### src/rtl/tagpair_pkg.sv
package tagpair_pkg;

  localparam logic [7:0] HDR_MAJOR = 8'hD9;
  localparam logic [1:0] HDR_OPC   = 2'b10;

  typedef enum logic [1:0] {
    ST_IDLE   = 2'd0,
    ST_FIRST  = 2'd1,
    ST_SECOND = 2'd2,
    ST_WB     = 2'd3
  } state_e;

  typedef struct packed {
    logic capture;
    logic useSecond;
  } dpStrobe_t;

endpackage

### src/rtl/tagpair_decode.sv
module tagpair_decode #(
  parameter int ADDR_W       = 64,
  parameter int GRANULE_LOG2 = 4,
  parameter int REG_IDX_W    = 5
) (
  input  logic [31:0]          instrWord,
  input  logic                 featureEn,
  output logic                 legal,
  output logic                 writeBack,
  output logic                 postIndex,
  output logic [REG_IDX_W-1:0] baseIdx,
  output logic [REG_IDX_W-1:0] srcIdx,
  output logic [ADDR_W-1:0]    offset
);
  import tagpair_pkg::*;

  localparam int IMM_W = 9;

  logic [1:0]       formSel;
  logic [IMM_W-1:0] immField;
  logic             headerOk;

  always_comb begin
    formSel  = instrWord[11:10];
    immField = instrWord[20:12];
    headerOk = (instrWord[31:24] == HDR_MAJOR) &&
               (instrWord[23:22] == HDR_OPC) && instrWord[21];
    legal     = featureEn && headerOk && (formSel != 2'b00);
    writeBack = formSel[0];
    postIndex = (formSel == 2'b01);
    baseIdx   = instrWord[9:5];
    srcIdx    = instrWord[4:0];
    offset    = {{(ADDR_W-IMM_W){immField[IMM_W-1]}}, immField} << GRANULE_LOG2;
  end

endmodule

### src/rtl/tagpair_ctrl.sv
module tagpair_ctrl (
  input  logic                   clk,
  input  logic                   rstN,
  input  logic                   instrValid,
  input  logic                   legal,
  input  logic                   spMisaligned,
  input  logic                   wbPending,
  input  logic                   tagReady,
  output logic                   instrReady,
  output logic                   tagValid,
  output logic                   wbValid,
  output logic                   undefFlag,
  output logic                   alignFault,
  output tagpair_pkg::dpStrobe_t strobe
);
  import tagpair_pkg::*;

  state_e stateR, stateNext;
  logic   accept;
  logic   undefR, alignR;

  always_comb begin
    accept           = instrValid && (stateR == ST_IDLE);
    strobe.capture   = accept && legal && !spMisaligned;
    strobe.useSecond = (stateR == ST_SECOND);
    stateNext        = stateR;
    unique case (stateR)
      ST_IDLE:   if (strobe.capture) stateNext = ST_FIRST;
      ST_FIRST:  if (tagReady) stateNext = ST_SECOND;
      ST_SECOND: if (tagReady) stateNext = wbPending ? ST_WB : ST_IDLE;
      ST_WB:     stateNext = ST_IDLE;
      default:   stateNext = ST_IDLE;
    endcase
  end

  always_ff @(posedge clk or negedge rstN) begin
    if (!rstN) begin
      stateR <= ST_IDLE;
      undefR <= 1'b0;
      alignR <= 1'b0;
    end else begin
      stateR <= stateNext;
      undefR <= accept && !legal;
      alignR <= accept && legal && spMisaligned;
    end
  end

  assign instrReady = (stateR == ST_IDLE);
  assign tagValid   = (stateR == ST_FIRST) || (stateR == ST_SECOND);
  assign wbValid    = (stateR == ST_WB);
  assign undefFlag  = undefR;
  assign alignFault = alignR;

endmodule

### src/rtl/tagpair_dp.sv
module tagpair_dp #(
  parameter int ADDR_W       = 64,
  parameter int GRANULE_LOG2 = 4,
  parameter int TAG_W        = 4,
  parameter int REG_IDX_W    = 5
) (
  input  logic                   clk,
  input  logic                   rstN,
  input  tagpair_pkg::dpStrobe_t strobe,
  input  logic [ADDR_W-1:0]      baseData,
  input  logic [TAG_W-1:0]       tagBits,
  input  logic [ADDR_W-1:0]      offset,
  input  logic                   writeBack,
  input  logic                   postIndex,
  input  logic [REG_IDX_W-1:0]   baseIdx,
  output logic                   spMisaligned,
  output logic                   wbPending,
  output logic [ADDR_W-1:0]      tagAddr,
  output logic [TAG_W-1:0]       tagData,
  output logic [ADDR_W-1:0]      wbData,
  output logic [REG_IDX_W-1:0]   wbIdx
);
  localparam logic [REG_IDX_W-1:0] SP_IDX  = '1;
  localparam logic [ADDR_W-1:0]    GRANULE = ADDR_W'(1) << GRANULE_LOG2;

  logic [ADDR_W-1:0]    offsetSum;
  logic [ADDR_W-1:0]    firstAddrR, wbAddrR;
  logic [TAG_W-1:0]     tagR;
  logic [REG_IDX_W-1:0] wbIdxR;
  logic                 wbPendR;

  assign offsetSum    = baseData + offset;
  assign spMisaligned = (baseIdx == SP_IDX) && (|baseData[GRANULE_LOG2-1:0]);

  always_ff @(posedge clk or negedge rstN) begin
    if (!rstN) begin
      firstAddrR <= '0;
      wbAddrR    <= '0;
      tagR       <= '0;
      wbIdxR     <= '0;
      wbPendR    <= 1'b0;
    end else if (strobe.capture) begin
      firstAddrR <= postIndex ? baseData : offsetSum;
      wbAddrR    <= offsetSum;
      tagR       <= tagBits;
      wbIdxR     <= baseIdx;
      wbPendR    <= writeBack;
    end
  end

  assign tagAddr   = strobe.useSecond ? (firstAddrR + GRANULE) : firstAddrR;
  assign tagData   = tagR;
  assign wbData    = wbAddrR;
  assign wbIdx     = wbIdxR;
  assign wbPending = wbPendR;

endmodule

### src/rtl/tagpair_store.sv
module tagpair_store #(
  parameter int ADDR_W       = 64,
  parameter int GRANULE_LOG2 = 4,
  parameter int TAG_W        = 4,
  parameter int TAG_LSB      = 56,
  parameter int REG_IDX_W    = 5
) (
  input  logic                 clk,
  input  logic                 rstN,
  input  logic                 featureEn,
  input  logic                 instrValid,
  input  logic [31:0]          instrWord,
  output logic                 instrReady,
  output logic [REG_IDX_W-1:0] rfBaseIdx,
  input  logic [ADDR_W-1:0]    rfBaseData,
  output logic [REG_IDX_W-1:0] rfSrcIdx,
  input  logic [ADDR_W-1:0]    rfSrcData,
  output logic                 tagValid,
  input  logic                 tagReady,
  output logic [ADDR_W-1:0]    tagAddr,
  output logic [TAG_W-1:0]     tagData,
  output logic                 wbValid,
  output logic [REG_IDX_W-1:0] wbIdx,
  output logic [ADDR_W-1:0]    wbData,
  output logic                 undefFlag,
  output logic                 alignFault
);
  import tagpair_pkg::*;

  logic                 legal, writeBack, postIndex, spMisaligned, wbPending;
  logic [REG_IDX_W-1:0] baseIdx, srcIdx;
  logic [ADDR_W-1:0]    offset;
  dpStrobe_t            strobe;

  tagpair_decode #(
    .ADDR_W(ADDR_W), .GRANULE_LOG2(GRANULE_LOG2), .REG_IDX_W(REG_IDX_W)
  ) u_decode (
    .instrWord(instrWord), .featureEn(featureEn), .legal(legal),
    .writeBack(writeBack), .postIndex(postIndex), .baseIdx(baseIdx),
    .srcIdx(srcIdx), .offset(offset)
  );

  tagpair_ctrl u_ctrl (
    .clk(clk), .rstN(rstN), .instrValid(instrValid), .legal(legal),
    .spMisaligned(spMisaligned), .wbPending(wbPending), .tagReady(tagReady),
    .instrReady(instrReady), .tagValid(tagValid), .wbValid(wbValid),
    .undefFlag(undefFlag), .alignFault(alignFault), .strobe(strobe)
  );

  tagpair_dp #(
    .ADDR_W(ADDR_W), .GRANULE_LOG2(GRANULE_LOG2), .TAG_W(TAG_W),
    .REG_IDX_W(REG_IDX_W)
  ) u_dp (
    .clk(clk), .rstN(rstN), .strobe(strobe), .baseData(rfBaseData),
    .tagBits(rfSrcData[TAG_LSB +: TAG_W]), .offset(offset),
    .writeBack(writeBack), .postIndex(postIndex), .baseIdx(baseIdx),
    .spMisaligned(spMisaligned), .wbPending(wbPending), .tagAddr(tagAddr),
    .tagData(tagData), .wbData(wbData), .wbIdx(wbIdx)
  );

  assign rfBaseIdx = baseIdx;
  assign rfSrcIdx  = srcIdx;

endmodule

### config.mk
export PLATFORM = sky130hd
export DESIGN_NAME = tagpair_store
export DESIGN_NICKNAME = d
export VERILOG_FILES = /design/src/rtl/tagpair_pkg.sv /design/src/rtl/tagpair_decode.sv /design/src/rtl/tagpair_ctrl.sv /design/src/rtl/tagpair_dp.sv /design/src/rtl/tagpair_store.sv
export SDC_FILE = /design/constraint.sdc
export NUM_CORES = 1
export LEC_CHECK = 0
export BUFFER_PORTS_ARGS = -buffer_cell sky130_fd_sc_hd__buf_2
export CORE_MARGIN = 10
export CORE_UTILIZATION = 50
export CTS_CLUSTER_SIZE = 24
export DETAILED_ROUTE_END_ITERATION = 8
export PLACE_DENSITY = 0.78
export SLEW_MARGIN = 5
export SYNTH_ARGS = -nofsm -noshare
export SYNTH_HDL_FRONTEND = slang
export SYNTH_SLANG_ARGS = --single-unit
### constraint.sdc
create_clock -name clk -period 10.7 [get_ports clk]
set_input_delay 2.14 -clock clk [delete_from_list [all_inputs] [get_ports clk]]
set_output_delay 2.14 -clock clk [all_outputs]
set_load 0.01 [all_outputs]
# Word level (Yosys, flattened, before mapping)
# Cells that the tools add are included.
dict set report totals {
  output_inout_bits 152
  elab_cells 44
  reg_bits 142
  in_bits 165
}
dict set report classes {
  add_sub_neg 2
  reduce_logical 17
  muxes 7
  eq_ne 10
}
# op count
set ops {}
lappend ops {{$mux 64} 2}
lappend ops {{$add 64x5->64 const B} 1}
lappend ops {{$add 64x64->64} 1}
lappend ops {{$logic_and 1x1->1} 10}
lappend ops {{$eq 8x8->1 const B} 1}
lappend ops {{$mux 2} 4}
lappend ops {{$pmux 2 s4} 1}
lappend ops {{$eq 2x2->1 const B} 3}
lappend ops {{$eq 5x5->1 const B} 1}
lappend ops {{$eq 2x1->1 const B} 2}
lappend ops {{$ne 2x2->1 const B} 2}
lappend ops {{$reduce_or 4->1} 1}
lappend ops {{$reduce_and 3->1} 1}
lappend ops {{$logic_not 1->1} 2}
lappend ops {{$logic_not 2->1} 1}
lappend ops {{$ne 2x1->1 const B} 1}
lappend ops {{$reduce_bool 2->1} 1}
lappend ops {{$logic_or 1x1->1} 1}

# Depth between registers and ports, before layout
# Gate-level depths: netlist of the first run.
dict set report depth {
  depth_word 9
  depth_mapped 14
  depth_no_buf 13
}

# By module
# A second synthesis of the first run with hierarchy kept.
dict set report unflattened {
  hier_cells 1422
  area_unflattened_um2 12046.6
}
# module n_inst area_per_inst_um2 cells_per_inst seq_area_each_um2
set modules_own_cells {}
lappend modules_own_cells {tagpair_dp 1 11189.5 1317 3453.3}
lappend modules_own_cells {tagpair_decode 1 611.8 82 0.0}
lappend modules_own_cells {tagpair_ctrl 1 245.2 23 100.1}

# Least setup slack after synthesis of the first run
# No wires, ideal clock.
dict set report synth_timing {
  path_kind {register -> output}
  from {register u_ctrl.stateR[0]}
  to {output tagAddr[59]}
  slack_ns 5.594
  t_required_ns 8.560
  n_path_buf 1
  arrival_ns 2.966
  stages_incl_launch_ff 15
  path_cell_list {dfrtp_1 > inv_1 > ha_1 > buf_4 > and4_1 > and3_1 > and2_1 > nor3b_4 > nand2_1 > nor3_4 > nand2_1 > nor2_1 > and4_1 > nand4_1 > xnor2_1}
}
dict set report synth_via {
  elab_chain_len 2
}
# item line_no
set synth_rtl {}
lappend synth_rtl {{start, declared} tagpair_ctrl.sv:18} ;# state_e stateR, stateNext;
lappend synth_rtl {{start signal, assigned} tagpair_ctrl.sv:42} ;# stateR <= stateNext;
lappend synth_rtl {{$eq 2x2->1} tagpair_ctrl.sv:25} ;# strobe.useSecond = (stateR == ST_SECOND);
lappend synth_rtl {{$mux 64} tagpair_dp.sv:51} ;# assign tagAddr = strobe.useSecond ? (firstAddrR + GRANULE) : firstAddrR;
lappend synth_rtl {{end, declared} tagpair_store.sv:20} ;# output logic [ADDR_W-1:0] tagAddr,
# No other way between the ends.

# Final worst setup path of the first run
# Same ends and word-level chain as after synthesis.

==> results of run 1 <==
-- sequential cells by signal, indices dropped and copies added (netlist names) --
signal	cells
u_dp.wbData	64
u_dp.firstAddrR	60
u_dp.wbIdx	5
u_dp.tagData	4
u_ctrl.stateR	2
u_ctrl.alignFault	1
u_ctrl.undefFlag	1
u_dp.wbPending	1
-- cell usage in the layout, fill, tap and decap left out, types with 4 or more instances in the layout --
master     synthesis  routed
o21a_1             4       4
o21ai_0           36      36
nor3b_1            4       4
ha_1              64      64
xnor2_1           81      81
nand3_1           38      38
nor4_1             4       4
and3_1            22      22
dfrtp_1          138     138
nor2b_1           11       9
nor2_1           109     109
buf_4             19       9
o21bai_1          14      14
a211oi_1           6       6
nand4_1           27      27
nand2_1          364     364
inv_8              0       4
inv_6              0       4
mux2_2             5       5
inv_1             19      19
buf_2              6     245
clkbuf_16          0      17
o31ai_1            5       5
a21boi_0           7       7
a21o_1            42      42
and2_1             5       5
xor2_1            37      37
a31oi_1           54      54
and4_1             6       6
a21oi_1           93      93
nor3_1            14      14
-- worst min path at each step --
stage,from,endpoint,cells after the start
3_5_place_dp,u_dp.wbIdx[1],u_dp.wbIdx[1],2
2_1_floorplan,u_dp.wbPending,u_dp.wbPending,2
5_1_grt,u_dp.wbData[59],u_dp.wbData[59],2
4_1_cts,u_dp.wbIdx[1],u_dp.wbIdx[1],2
3_3_place_gp,u_dp.wbData[61],u_dp.wbData[61],2
6_report,u_dp.wbData[28],u_dp.wbData[28],2
-- worst min-delay path: stages (launching register included) --
cell	delay [ns]
dfrtp_1	0.34
nand2_1	0.05
nand2_1	0.06
-- power by group --
group	internal [mW]	switching (mW)	total (mW)
clock network	0.378	0.276	0.654
logic	0.146	0.241	0.387
registers	0.528	0.00697	0.535
-- layer usage --
layer / GRT usage / share of wire / routed length (µm)
met5: 0 / 0 / 0
met4: 0.06924 / 0.017 / 567
met3: 0.04506 / 0.081 / 2673
met2: 0.3927 / 0.47 / 15680
met1: 0.3063 / 0.43 / 14100
-- area by class of cell --
type | instances | share of cell area
Timing Repair Buffer | 255 | 0.1052
Clock buffer | 17 | 0.03431
Inverter | 19 | 0.005752
Multi-Input combinational cell | 1109 | 0.5319
Tap cell | 270 | 0.02725
Clock inverter | 15 | 0.01685
Antenna cell | 1 | 0.0002018
Sequential cell | 138 | 0.2785
-- kinds of logic (layout without fill, tap and decap cells) --
family                   count (synthesis)  count (layout)  share of synthesized area
adder cells (fa/ha/maj)                 65              65                    0.07817
multiplexers                             8               8                   0.008222
flip-flops                             138             138                     0.3289
buffers and inverters                  103             306                    0.04469
AO/OA/AOI/OAI                          296             296                     0.1842
XOR/XNOR                               118             118                    0.09843
AND/OR/NAND/NOR                        622             622                     0.2574
other                                    0               1                          0
==> results.cfg, run 1 <==
[clocking]
clock_latency_ns = 0.43
cts_buffer_depth = 2
clk_pin_slew_ns = 0.07
cts_tree = done
cts_setup_buffers = 0
htreeDepth = 4
root_buffer = clkbuf_16
ctsHoldBuffers = 0
cts_made_buffers = 17
cts_resized = 0
cts_sinks = 138

[logic_synthesis]
syn-mean-instance-area_um2 = 7.778
async_flop_share = 1.000
yosysWarnings = 0
ys_ff_latch = 138
yosysMostFrequentCell = nand2_1
yosys.area.top_type_share = 0.3289
yosysSeqAreaShare = 0.3289
netlist_top_cells_count = nand2_1, dfrtp_1, nor2_1
yosysTopAreaCell = dfrtp_1
syn_inst = 1350
post_synth_main_area_contributors = dfrtp_1, nand2_1, ha_1
syn_area_um2 = 10500
synth-edff-count = 0
yosysUniqueCellTypes = 67
synth_ff_type = dfrtp_1
synth.net_count = 1580

[sta]
finalCritPeriodShare = 0.6120
fmax_mhz = 152.7
fin_crit_ns = 6.548
relSlewSlack = 0.4383
worst_slack_ns = 4.152
worst_slew_pin_slew_ns = 0.8426
fin_skew_ns = 0.01441
finalHoldViolations = 0
setup_viol = 0
tns_ns = 0
hold_ws_ns = 0.4692
timing_max_transition_violations_final = 0
rsz0062_at_grt = false

[drt]
postRouteAntennaNets = 0
finalWirelength_mm = 33.02
dr.pass1.iters = 6
via_count = 10400
wl_per_cell_um = 18.10
drc = 0
first_iter_violations = 910
avgViaCountPerCell = 5.703

[floorplanning]
core_area_um2 = 20430
die_area_um2 = 27200
die_w_um = 164.9
start_util = 0.5140
ios = 317
rows = 52
die_h_um = 164.9

[placement]
dp.cells = 1791
gp_congestion = 0.9472
portBuffers = 246
place_ws_ns = 4.558
placed_cell_area_um2 = 11760
dpl.hpwl_mm = 24.65

[setup_path]
r2r_cells = 7
start_kind = flip-flop
cp.depth = 14
crit_buf_inv = 2
critical-path-top-delay-family = simple AND/OR/NAND/NOR gates
worstSetupEndpointType = primary output
cp.required_ns = 8.56
cp-endpoint = tagAddr[59]
cp.arrival_ns = 4.41
rr_startpoint = u_ctrl.stateR[0]
critPathSlowestCell = nor3b_4
r2r_slack_ns = 7.56
cp_slowest_stage_delay_ns = 0.45
reg2reg_to = u_dp.wbData[37]
path_cells = inv_1 > ha_1 > and4_1 > and3_1 > and2_1 > nor3b_4 > nand2_1 > nor3_4 > nand2_1 > nor2_1 > and4_1 > nand4_1 > xnor2_1 > buf_2
crit_start = u_ctrl.stateR[0]
setup.worst_path.class = flip-flop to primary output
crit_fanout = 9

[power_and_ir_drop]
power.total_mw = 1.577
p_per_area_nw_per_um2 = 127.2
power_leakage_nw = 6.658
ir_drop_mv = 0.1309

[cells_and_area]
multi_input_area_um2 = 6595
design_area_um2 = 12400
post-route-util = 0.6069
drive_gt1_frac = 0.2009
finalNonFillerCells = 1824
nets = 1770
nFillCells = 1852
area_delta_synth_final_pct = 18.09
area.sequential_um2 = 3453

[outcome]
status = complete, no violations

[min_path]
min_path_type = flip-flop to flip-flop

[grt]
grt_first_pass_wirelength_mm = 52.45
grt_usage = 0.2365
antenna_found_initial = 1
grt_max_degree = 88
gr-total-overflow = 0
grt_pass1_vias = 9921

[run]
drv_cap = 0
Note: power is estimated with default switching activity, not from simulation.
==> run 2: changes to the inputs <==
Clock period 10.7 ns to 6.23 ns, I/O delays scaled along.
==> run 2 against run 1 <==
Effect of this change:
- sequential power increased by 72%
- largest cell class unchanged
- cell area down 0.22%
- first-iteration DRC count grew 15%
- routed wire length shrank 0.72%
- via count down 0.95%
- total power increased by 66%
- worst hold slack got worse by 0.0069 ns
- critical path type unchanged
- register-to-register slack got worse by 3.7 ns
- cell count up 0.16%
==> results.cfg, run 2 (synthesized netlist as in run 1, its figures left out) <==
[outcome]
status = complete, no violations

[cells_and_area]
largest_reg_flops = 64
area_delta_synth_final_pct = 17.83
drive_gt1_frac = 0.2024
finalNonFillerCells = 1827
final_cell_mix = nand2_1, buf_2, dfrtp_1, nor2_1, a21oi_1
layout_commonest_cell = nand2_1
nets = 1773
post-route-util = 0.6056

[clocking]
ctsHoldBuffers = 0
cts_made_buffers = 17
clock_latency_ns = 0.44
cts_buffer_depth = 2
htreeDepth = 4
cts_tree = done
cts_sinks = 138
clk_pin_slew_ns = 0.07
cts_resized = 0
root_buffer = clkbuf_16
cts_setup_buffers = 0

[setup_path]
start_kind = flip-flop
setup.worst_path.class = flip-flop to primary output
crit_start = u_ctrl.stateR[0]
critPathSlowestCell = dfrtp_1
cp.required_ns = 4.98
r2r_cells = 6
worstSetupEndpointType = primary output
cp.arrival_ns = 4.03
rr_startpoint = u_ctrl.stateR[0]
cp_slowest_stage_delay_ns = 0.43
path_cells = inv_1 > ha_1 > and4_1 > and3_1 > and2_1 > nor3b_4 > buf_4 > nand2_1 > nor3_4 > buf_4 > nand2_1 > nor2_1 > and4_1 > nand4_1 > xnor2_1 > buf_2
crit_fanout = 9

[grt]
grt_max_degree = 93
antenna_found_initial = 1
grt_pass1_vias = 9935
grt_usage = 0.2368
gr-total-overflow = 0
grt_first_pass_wirelength_mm = 52.55

[power_and_ir_drop]
p_int_mw = 1.723
pwr-share-clk = 0.396
power_frac_comb = 0.253
p_per_area_nw_per_um2 = 211.5
ir_drop_mv = 0.1785
p_seq_frac = 0.351
switchingPower_mw = 0.8940
sw_frac_of_total = 0.3416
power_leakage_nw = 6.655
power.total_mw = 2.617

[min_path]
min_path_type = flip-flop to flip-flop
hold_depth = 2
min_from = u_dp.wbData[61]

[drt]
via_count = 10300
wl_per_cell_um = 17.94
finalWirelength_mm = 32.79
drc = 0
first_iter_violations = 1051
postRouteAntennaNets = 0
avgViaCountPerCell = 5.640
dr.pass1.iters = 5

[run]
drv_cap = 0

[sta]
tns_ns = 0
setup_viol = 0
fin_crit_ns = 5.272
rsz0062_at_grt = false
fin_skew_ns = 0.01440
finalHoldViolations = 0
relSlewSlack = 0.4470
fmax_mhz = 189.7
timing_max_transition_violations_final = 0
finalCritPeriodShare = 0.8462
worst_slew_pin_slew_ns = 0.8295

[floorplanning]
die_w_um = 164.9
start_util = 0.5140
core_area_um2 = 20430
die_h_um = 164.9
ios = 317
die_area_um2 = 27200
rows = 52

[placement]
portBuffers = 246
dp.cells = 1794
gp_congestion = 0.9442
dpl.hpwl_mm = 25.09
==> run 2: cell count changes in the layout (fill, tap and decap cells not counted) <==
| cell | change |
|---|---|
| buf_4 | +3 |
| clkinv_4 | +3 |
| bufinv_16 | -2 |
| inv_8 | -2 |
| clkinv_2 | +1 |
| clkinvlp_4 | -1 |
| inv_6 | +1 |
==> run 2: metrics by stage <==
stage                     hold slack (ns)  setup slack (ns)  cell area, µm²
after floorplan                    0.4684             2.018           10500
after global placement             0.4477             1.126           11790
after detailed placement           0.4525             1.064           11790
after CTS                          0.4682            0.9621           12370
after global routing               0.4889            0.6188           12370
final                              0.4623            0.9584           12370
==> run 2: area by class of cell <==
cell class                      instances  area (µm²)
Sequential cell                       138        3453
Clock inverter                         15       158.9
Multi-Input combinational cell       1109        6595
Clock buffer                           17       425.4
Fill cell                            1885        8058
Inverter                               19       71.32
Timing Repair Buffer                  258        1328
Tap cell                              270       337.8
Antenna cell                            1       2.502
==> run 2: final timing paths <==
kind	end	slack, ns
min	u_dp.wbData[61]	0.46
min reg2reg	u_dp.wbData[61]	0.46
max reg2reg	u_dp.wbData[40]	3.85
max	tagAddr[59]	0.96
max in group asynchronous	u_dp.firstAddrR[61]	4.19
min in group asynchronous	u_dp.wbData[28]	0.89
==> run 2: critical path: cells and delay by family (launching register included) <==
kind,cells,cell delay (ns)
and+or+nand+nor,10,1.99
buffers and inverters,4,0.66
DFF,1,0.43
adders and majority gates,1,0.35
xor gates and xnor gates,1,0.16
==> run 2: power groups by stage <==
stage / combinational (mW) / clock, mW / sequential [mW]
after floorplan: 0.460 / 0 / 0.935
after global placement: 0.641 / 0 / 0.935
after detailed placement: 0.651 / 0 / 0.936
after CTS: 0.657 / 1.04 / 0.919
after global routing: 0.732 / 1.08 / 0.920
final: 0.661 / 1.04 / 0.919
==> run 2: routing by layer <==
metal | part of all wire | vias up | GRT usage
met5 | 0 | - | 0
met4 | 0.013 | 0 | 0.06119
met3 | 0.078 | 27 | 0.04257
met2 | 0.48 | 366 | 0.3925
met1 | 0.43 | 4861 | 0.3122
li1 | - | 5050 | -
